<file path="src/rtl/ooo_pkg.sv">
package ooo_pkg;

  typedef enum logic [1:0] {
    OP_ADD = 2'b00,
    OP_SUB = 2'b01,
    OP_XOR = 2'b10,
    OP_OR  = 2'b11
  } alu_op_e;

endpackage

</file>
<file path="src/rtl/ooo_alu.sv">
module ooo_alu
  import ooo_pkg::*;
#(
  parameter int DW = 16
) (
  input  logic [1:0]    op,
  input  logic [DW-1:0] a,
  input  logic [DW-1:0] b,
  output logic [DW-1:0] y
);

  always_comb begin
    unique case (alu_op_e'(op))
      OP_ADD:  y = a + b;
      OP_SUB:  y = a - b;
      OP_XOR:  y = a ^ b;
      default: y = a | b;
    endcase
  end

endmodule

</file>
<file path="src/rtl/ooo_pick.sv">
module ooo_pick #(
  parameter int ROB_DEPTH = 4,
  localparam int TW = $clog2(ROB_DEPTH)
) (
  input  logic [ROB_DEPTH-1:0] req,
  input  logic [TW-1:0]        head_idx,
  output logic                 gnt_valid,
  output logic [TW-1:0]        gnt_idx
);

  logic [TW-1:0] idx;

  // scan from youngest to oldest so the slot nearest the head wins
  always_comb begin
    gnt_valid = 1'b0;
    gnt_idx   = '0;
    idx       = '0;
    for (int k = ROB_DEPTH - 1; k >= 0; k--) begin
      idx = head_idx + TW'(k);
      if (req[idx]) begin
        gnt_valid = 1'b1;
        gnt_idx   = idx;
      end
    end
  end

endmodule

</file>
<file path="src/rtl/ooo_rename.sv">
module ooo_rename #(
  parameter int NREG = 8,
  parameter int DW   = 16,
  parameter int TW   = 2,
  localparam int RW  = $clog2(NREG)
) (
  input  logic                      clk,
  input  logic                      rst_n,
  input  logic [RW-1:0]             rd1_reg,
  input  logic [RW-1:0]             rd2_reg,
  output logic                      rd1_v,
  output logic [TW-1:0]             rd1_tag,
  output logic [DW-1:0]             rd1_val,
  output logic                      rd2_v,
  output logic [TW-1:0]             rd2_tag,
  output logic [DW-1:0]             rd2_val,
  input  logic                      alloc_en,
  input  logic [RW-1:0]             alloc_reg,
  input  logic [TW-1:0]             alloc_tag,
  input  logic                      commit_en,
  input  logic [RW-1:0]             commit_reg,
  input  logic [TW-1:0]             commit_tag,
  input  logic [DW-1:0]             commit_val,
  output logic [NREG-1:0]           map_v,
  output logic [NREG-1:0][TW-1:0]   map_tag
);

  logic [NREG-1:0]         v_q, v_n;
  logic [NREG-1:0][TW-1:0] t_q, t_n;
  logic [NREG-1:0][DW-1:0] val_q, val_n;

  assign rd1_v   = v_q[rd1_reg];
  assign rd1_tag = t_q[rd1_reg];
  assign rd1_val = val_q[rd1_reg];
  assign rd2_v   = v_q[rd2_reg];
  assign rd2_tag = t_q[rd2_reg];
  assign rd2_val = val_q[rd2_reg];
  assign map_v   = v_q;
  assign map_tag = t_q;

  always_comb begin
    v_n   = v_q;
    t_n   = t_q;
    val_n = val_q;
    if (commit_en) begin
      val_n[commit_reg] = commit_val;
      if (!v_q[commit_reg] && (t_q[commit_reg] == commit_tag))
        v_n[commit_reg] = 1'b1;
    end
    // a new writer overrides any same-cycle commit to its register
    if (alloc_en) begin
      v_n[alloc_reg] = 1'b0;
      t_n[alloc_reg] = alloc_tag;
    end
  end

  always_ff @(posedge clk or negedge rst_n) begin
    if (!rst_n) begin
      for (int i = 0; i < NREG; i++) begin
        v_q[i]   <= 1'b1;
        t_q[i]   <= '0;
        val_q[i] <= DW'(i + 1);
      end
    end else begin
      v_q   <= v_n;
      t_q   <= t_n;
      val_q <= val_n;
    end
  end

endmodule

</file>
<file path="src/rtl/ooo_alu_core.sv">
module ooo_alu_core
  import ooo_pkg::*;
#(
  parameter int NREG      = 8,
  parameter int DW        = 16,
  parameter int ROB_DEPTH = 4,
  localparam int RW = $clog2(NREG),
  localparam int TW = $clog2(ROB_DEPTH),
  localparam int PW = TW + 1
) (
  input  logic          clk,
  input  logic          rst_n,
  input  logic          disp_valid,
  input  logic [1:0]    disp_op,
  input  logic [RW-1:0] disp_dst,
  input  logic [RW-1:0] disp_src1,
  input  logic [RW-1:0] disp_src2,
  output logic          disp_ready,
  output logic          retire_valid,
  output logic [RW-1:0] retire_reg,
  output logic [DW-1:0] retire_data
);

  // pointers with one wrap bit
  logic [PW-1:0] head_q, tail_q, count;
  logic [TW-1:0] head_idx, tail_idx;

  // reorder buffer slots
  logic [ROB_DEPTH-1:0]           res_v_q, res_v_n;
  logic [ROB_DEPTH-1:0][DW-1:0]   res_q, res_n;
  logic [ROB_DEPTH-1:0]           o1v_q, o1v_n, o2v_q, o2v_n;
  logic [ROB_DEPTH-1:0][DW-1:0]   o1val_q, o1val_n, o2val_q, o2val_n;
  logic [ROB_DEPTH-1:0][TW-1:0]   o1tag_q, o1tag_n, o2tag_q, o2tag_n;
  logic [ROB_DEPTH-1:0][RW-1:0]   dst_q, dst_n;
  logic [ROB_DEPTH-1:0][1:0]      op_q, op_n;

  logic [ROB_DEPTH-1:0] live, req;
  logic                 disp_fire, ret_fire;
  logic                 bc_valid;
  logic [TW-1:0]        bc_tag;
  logic [DW-1:0]        bc_val;

  logic                 r1_v, r2_v;
  logic [TW-1:0]        r1_tag, r2_tag;
  logic [DW-1:0]        r1_val, r2_val;
  logic [NREG-1:0]         map_v;
  logic [NREG-1:0][TW-1:0] map_tag;
  logic [DW+TW:0]       s1, s2;

  assign head_idx = head_q[TW-1:0];
  assign tail_idx = tail_q[TW-1:0];
  assign count    = tail_q - head_q;

  generate
    for (genvar t = 0; t < ROB_DEPTH; t++) begin : g_slot
      logic [TW-1:0] age;
      assign age     = TW'(t) - head_idx;
      assign live[t] = ({1'b0, age} < count);
      assign req[t]  = live[t] && o1v_q[t] && o2v_q[t] && !res_v_q[t];
    end
  endgenerate

  assign disp_ready   = (count != PW'(ROB_DEPTH));
  assign disp_fire    = disp_valid && disp_ready;
  assign ret_fire     = live[head_idx] && res_v_q[head_idx];
  assign retire_valid = ret_fire;
  assign retire_reg   = dst_q[head_idx];
  assign retire_data  = res_q[head_idx];

  ooo_rename #(.NREG(NREG), .DW(DW), .TW(TW)) u_rename (
    .clk        (clk),
    .rst_n      (rst_n),
    .rd1_reg    (disp_src1),
    .rd2_reg    (disp_src2),
    .rd1_v      (r1_v),
    .rd1_tag    (r1_tag),
    .rd1_val    (r1_val),
    .rd2_v      (r2_v),
    .rd2_tag    (r2_tag),
    .rd2_val    (r2_val),
    .alloc_en   (disp_fire),
    .alloc_reg  (disp_dst),
    .alloc_tag  (tail_idx),
    .commit_en  (ret_fire),
    .commit_reg (dst_q[head_idx]),
    .commit_tag (head_idx),
    .commit_val (res_q[head_idx]),
    .map_v      (map_v),
    .map_tag    (map_tag)
  );

  ooo_pick #(.ROB_DEPTH(ROB_DEPTH)) u_pick (
    .req       (req),
    .head_idx  (head_idx),
    .gnt_valid (bc_valid),
    .gnt_idx   (bc_tag)
  );

  ooo_alu #(.DW(DW)) u_alu (
    .op (op_q[bc_tag]),
    .a  (o1val_q[bc_tag]),
    .b  (o2val_q[bc_tag]),
    .y  (bc_val)
  );

  // operand source order: committed value, same-cycle broadcast, buffered result, wait
  function automatic logic [DW+TW:0] resolve(input logic rv, input logic [TW-1:0] rt,
                                             input logic [DW-1:0] rval);
    if (rv)                          return {1'b1, rval, rt};
    else if (bc_valid && bc_tag == rt) return {1'b1, bc_val, rt};
    else if (res_v_q[rt])            return {1'b1, res_q[rt], rt};
    else                             return {1'b0, {DW{1'b0}}, rt};
  endfunction

  assign s1 = resolve(r1_v, r1_tag, r1_val);
  assign s2 = resolve(r2_v, r2_tag, r2_val);

  always_comb begin
    res_v_n = res_v_q;  res_n   = res_q;
    o1v_n   = o1v_q;    o1val_n = o1val_q;  o1tag_n = o1tag_q;
    o2v_n   = o2v_q;    o2val_n = o2val_q;  o2tag_n = o2tag_q;
    dst_n   = dst_q;    op_n    = op_q;
    if (bc_valid) begin
      for (int t = 0; t < ROB_DEPTH; t++) begin
        if (live[t] && !o1v_q[t] && o1tag_q[t] == bc_tag) begin
          o1v_n[t]   = 1'b1;
          o1val_n[t] = bc_val;
        end
        if (live[t] && !o2v_q[t] && o2tag_q[t] == bc_tag) begin
          o2v_n[t]   = 1'b1;
          o2val_n[t] = bc_val;
        end
      end
      res_v_n[bc_tag] = 1'b1;
      res_n[bc_tag]   = bc_val;
    end
    if (disp_fire) begin
      res_v_n[tail_idx] = 1'b0;
      o1v_n[tail_idx]   = s1[DW+TW];
      o1val_n[tail_idx] = s1[DW+TW-1:TW];
      o1tag_n[tail_idx] = s1[TW-1:0];
      o2v_n[tail_idx]   = s2[DW+TW];
      o2val_n[tail_idx] = s2[DW+TW-1:TW];
      o2tag_n[tail_idx] = s2[TW-1:0];
      dst_n[tail_idx]   = disp_dst;
      op_n[tail_idx]    = disp_op;
    end
  end

  always_ff @(posedge clk or negedge rst_n) begin
    if (!rst_n) begin
      head_q  <= '0;  tail_q  <= '0;
      res_v_q <= '0;  res_q   <= '0;
      o1v_q   <= '0;  o1val_q <= '0;  o1tag_q <= '0;
      o2v_q   <= '0;  o2val_q <= '0;  o2tag_q <= '0;
      dst_q   <= '0;  op_q    <= '0;
    end else begin
      if (ret_fire)  head_q <= head_q + PW'(1);
      if (disp_fire) tail_q <= tail_q + PW'(1);
      res_v_q <= res_v_n;  res_q   <= res_n;
      o1v_q   <= o1v_n;    o1val_q <= o1val_n;  o1tag_q <= o1tag_n;
      o2v_q   <= o2v_n;    o2val_q <= o2val_n;  o2tag_q <= o2tag_n;
      dst_q   <= dst_n;    op_q    <= op_n;
    end
  end

endmodule

</file>
<file path="config.mk">
export PLATFORM = sky130hd
export DESIGN_NAME = ooo_alu_core
export DESIGN_NICKNAME = d
export VERILOG_FILES = /design/src/rtl/ooo_pkg.sv /design/src/rtl/ooo_alu.sv /design/src/rtl/ooo_pick.sv /design/src/rtl/ooo_rename.sv /design/src/rtl/ooo_alu_core.sv
export SDC_FILE = /design/constraint.sdc
export NUM_CORES = 1
export LEC_CHECK = 0
export BUFFER_PORTS_ARGS = -buffer_cell sky130_fd_sc_hd__buf_4
export CAP_MARGIN = 25
export CORE_MARGIN = 2
export CORE_UTILIZATION = 55
export DETAILED_ROUTE_END_ITERATION = 6
export MAX_ROUTING_LAYER = met4
export PLACE_DENSITY = 0.8
export SLEW_MARGIN = 15
export SYNTH_ARGS = -nofsm -noshare
export SYNTH_HDL_FRONTEND = slang
export SYNTH_SLANG_ARGS = --single-unit
</file>
<file path="constraint.sdc">
create_clock -name clk -period 17.8 [get_ports clk]
set_input_delay 2.67 -clock clk [delete_from_list [all_inputs] [get_ports clk]]
set_output_delay 2.67 -clock clk [all_outputs]
set_load 0.1 [all_outputs]
</file>
==> impl_results.md <==
* Routed wire length at 64000 um
* Failing checks: DRC
* RD Place Congestion at about 0.95
* CP Class: flip-flop to flip-flop
* Post-CTS sizing at 0
* GRT Residual Overflow at 0
* Share of cells above drive strength 1 at 0.262
* Global-route wire length before repair at ~100000 um
* Synth Area in Compound Gates at 0.133
* Post-Synthesis Cells at approximately 2100
* XOR/XNOR Fraction of Synth Area at 0.0215
* Htree depth at 2
* Tightest Pin Transition at roughly 1100 ps
* Sequential area share after synthesis at 0.424
* DR vias at between 15000 and 20000
* Filler Cell Count at around 3200
* Max cap viols at 0
* Row Count at 75
* Final worst path period need at between 9000 and 10000 ps
* Reg clk slew, reported paths at about 60 ps
* Maximum root-to-sink buffer count at 3
* Initial drt markers at around 2000
* Die width at ~210 um
* Gr usage total at 0.303
* WP data required at ~18000 ps
* Clk_lat worst skew at ~590 ps
* Die area at between 40000 and 50000 um2
* Post-synthesis simple-gate area fraction at 0.0811
* Clock sink total at around 400
* Seq cells post-synth at approximately 400
* # IOs at 35
* I/O Buffers at 34
* Nets at about 2200
* Final core utilization at 0.616
* Die height at between 200 and 250 um
* Antenna violations before repair at 2
* Vias per inst at 6.79
* Max FO, Critical Path at 39
* Mux share of post-synthesis cell area at 0.278
* Startpoint types: flip-flop
* Ys flop type: dfrtp_1
* Clk Tree Root Cell: clkbuf_16
* Path type of the worst min-delay path: flip-flop to flip-flop
* Setup Skew at about 17 ps
* Vias in the first global route at ~18000
* Endpoints failing setup at 0
* Unique masters post-synth at 70
* CP max stage cell: mux2i_4
* Period utilization at 0.555
* Largest family of logic cells by synthesized area: multiplexers
* Headroom to the max-slew limit at 0.271
* Adder-cell share of the synthesized area at 0.0256
* Pin count of the biggest net entering global routing at about 110
* Final TNS setup at 0 ps
* TritonCTS clock tree: done
* Most common cell after layout, fill and taps aside: dfrtp_1
* Postcts setup bufs at 0
* Post-synth EDFFs at 0
* Cts hold-fix bufs at 0
* Final max-slew violation count at 0
* CORE AREA at about 42000 um2
* Max frequency at between 0.1 and 0.15 GHz
* Area Overhead vs Synth at 10.3%
* Outcome: finished, violations left
* CP Capture Type: flip-flop
* Drt first pass iters at 7
* CP dominant cell by count: a21oi_1
* DR WL/cell at about 24 um
* Synth Warn # at 0
* Initial core utilization at 0.559
* HPWL after detailed placement at slightly above 40000 um
* CP peak stage delay at between 800 and 900 ps
* Mapped Area at between 20000 and 25000 um2
* Post-DRT Antenna Nets at 0
* Total CTS buffers at 44
* Syn Nets at 2196
* RSZ-0062 raised after global routing: no
* Placed Area at approximately 24000 um2
* Hold_ws at 489 ps
* Syn Area/Cell at between 10 and 15 um2
* CP Data Arrival Time at 10370 ps
* Final instance area at 26000 um2
* # DRC at 1
* Post-synth ARST share at 1.00
* Commonest cells after routing, fill and taps aside: dfrtp_1, nand2_1, mux2_2
* Endpoints failing hold at 0
-- critical path, delay by kind of cell, from the launching register on --
family	cells	cell delay [ps]
and+or+nand+nor	4	850
adders and majority gates	4	1390
muxes	4	2230
DFF	1	540
buffers and inverters	4	1150
AOI/OAI and AO/OA	16	3600
-- layer usage --
layer  share of wire  up-vias  global-route usage
li1                -     7810                   -
met5               0        -                   -
met1            0.41     9289               0.403
met2            0.48      955               0.472
met4           0.029        0               0.107
met3           0.085      141              0.0541
-- state kept, by name, summed over array words and instances, names as in the netlist, 8 cells and up --
name / cells
u_rename.val_q: 128
o1val_q: 64
o2val_q: 64
res_q: 64
u_rename.map_tag: 16
dst_q: 12
o1tag_q: 8
o2tag_q: 8
op_q: 8
u_rename.map_v: 8
-- path summary, 6_finish.rpt --
check                                from  slack (ps)  cells after the start          end
worst min-delay path            tail_q[2]         490                      1    tail_q[2]
worst min register to register  tail_q[2]         490                      1    tail_q[2]
worst max-delay path            tail_q[0]        7920                     32  o2val_q[46]
min in group asynchronous           rst_n        2160                      1   o1tag_q[5]
max in group asynchronous           rst_n       13330                      3  o2val_q[18]
worst max register to register  tail_q[0]        7920                     32  o2val_q[46]
-- per-stage QoR --
| step | std cells | worst slack [ps] |
|---|---|---|
| finish | 2679 | 7920 |
| global route | 2679 | 7140 |
| CTS | 2671 | 7510 |
| detailed placement | 2590 | 7560 |
| global placement | 2589 | 7910 |
| floorplan | 2135 | 9870 |
-- layout make-up --
class / instances / area (um2) / share of cell area
timing repair buffer: 88 / 736 / 0.0283
clock buffer: 71 / 1370 / 0.0529
sequential: 398 / 9990 / 0.385
inverter: 57 / 214 / 0.00824
clock inverter: 10 / 136 / 0.00526
multi-input combinational: 1514 / 12800 / 0.494
tap: 539 / 674 / 0.0260
antenna: 2 / 5.00 / 0.000193
-- cell families after synthesis --
| family | Yosys count |
|---|---|
| buffers and inverters | 223 |
| muxes | 446 |
| AOI/OAI and AO/OA | 517 |
| xor gates and xnor gates | 56 |
| adders and majority gates | 47 |
| and+or+nand+nor | 448 |
| DFF | 398 |
-- cell usage after synthesis (6+ instances only) --
cell type  instances  area (um2)
dfstp_2           21         552
a21oi_1           88         440
buf_1             16        60.1
mux4_2           144        3240
nor2_1           108         405
a22oi_1           14         105
o21ai_1          110         551
a21o_1             6        45.0
nand3_1           11        55.1
nor4_1             8        50.1
or3_1              7        43.8
clkbuf_1         139         522
o21ai_0          109         546
dfrtp_1          377        9430
o211ai_1          85         638
xnor2_1           50         438
nor2b_1           20         125
ha_1              45         563
a211oi_1          21         158
o22ai_1            9        56.3
nand2_1          259         972
mux2i_1          103        1030
o31ai_1            6        45.0
inv_1             56         210
mux2_2           196        2210
a31oi_1           38         238
buf_2              7        35.0
Power is left out: the tool's default activity adds up to more than one toggle a clock period on the data nets, which glitch-free logic cannot reach.
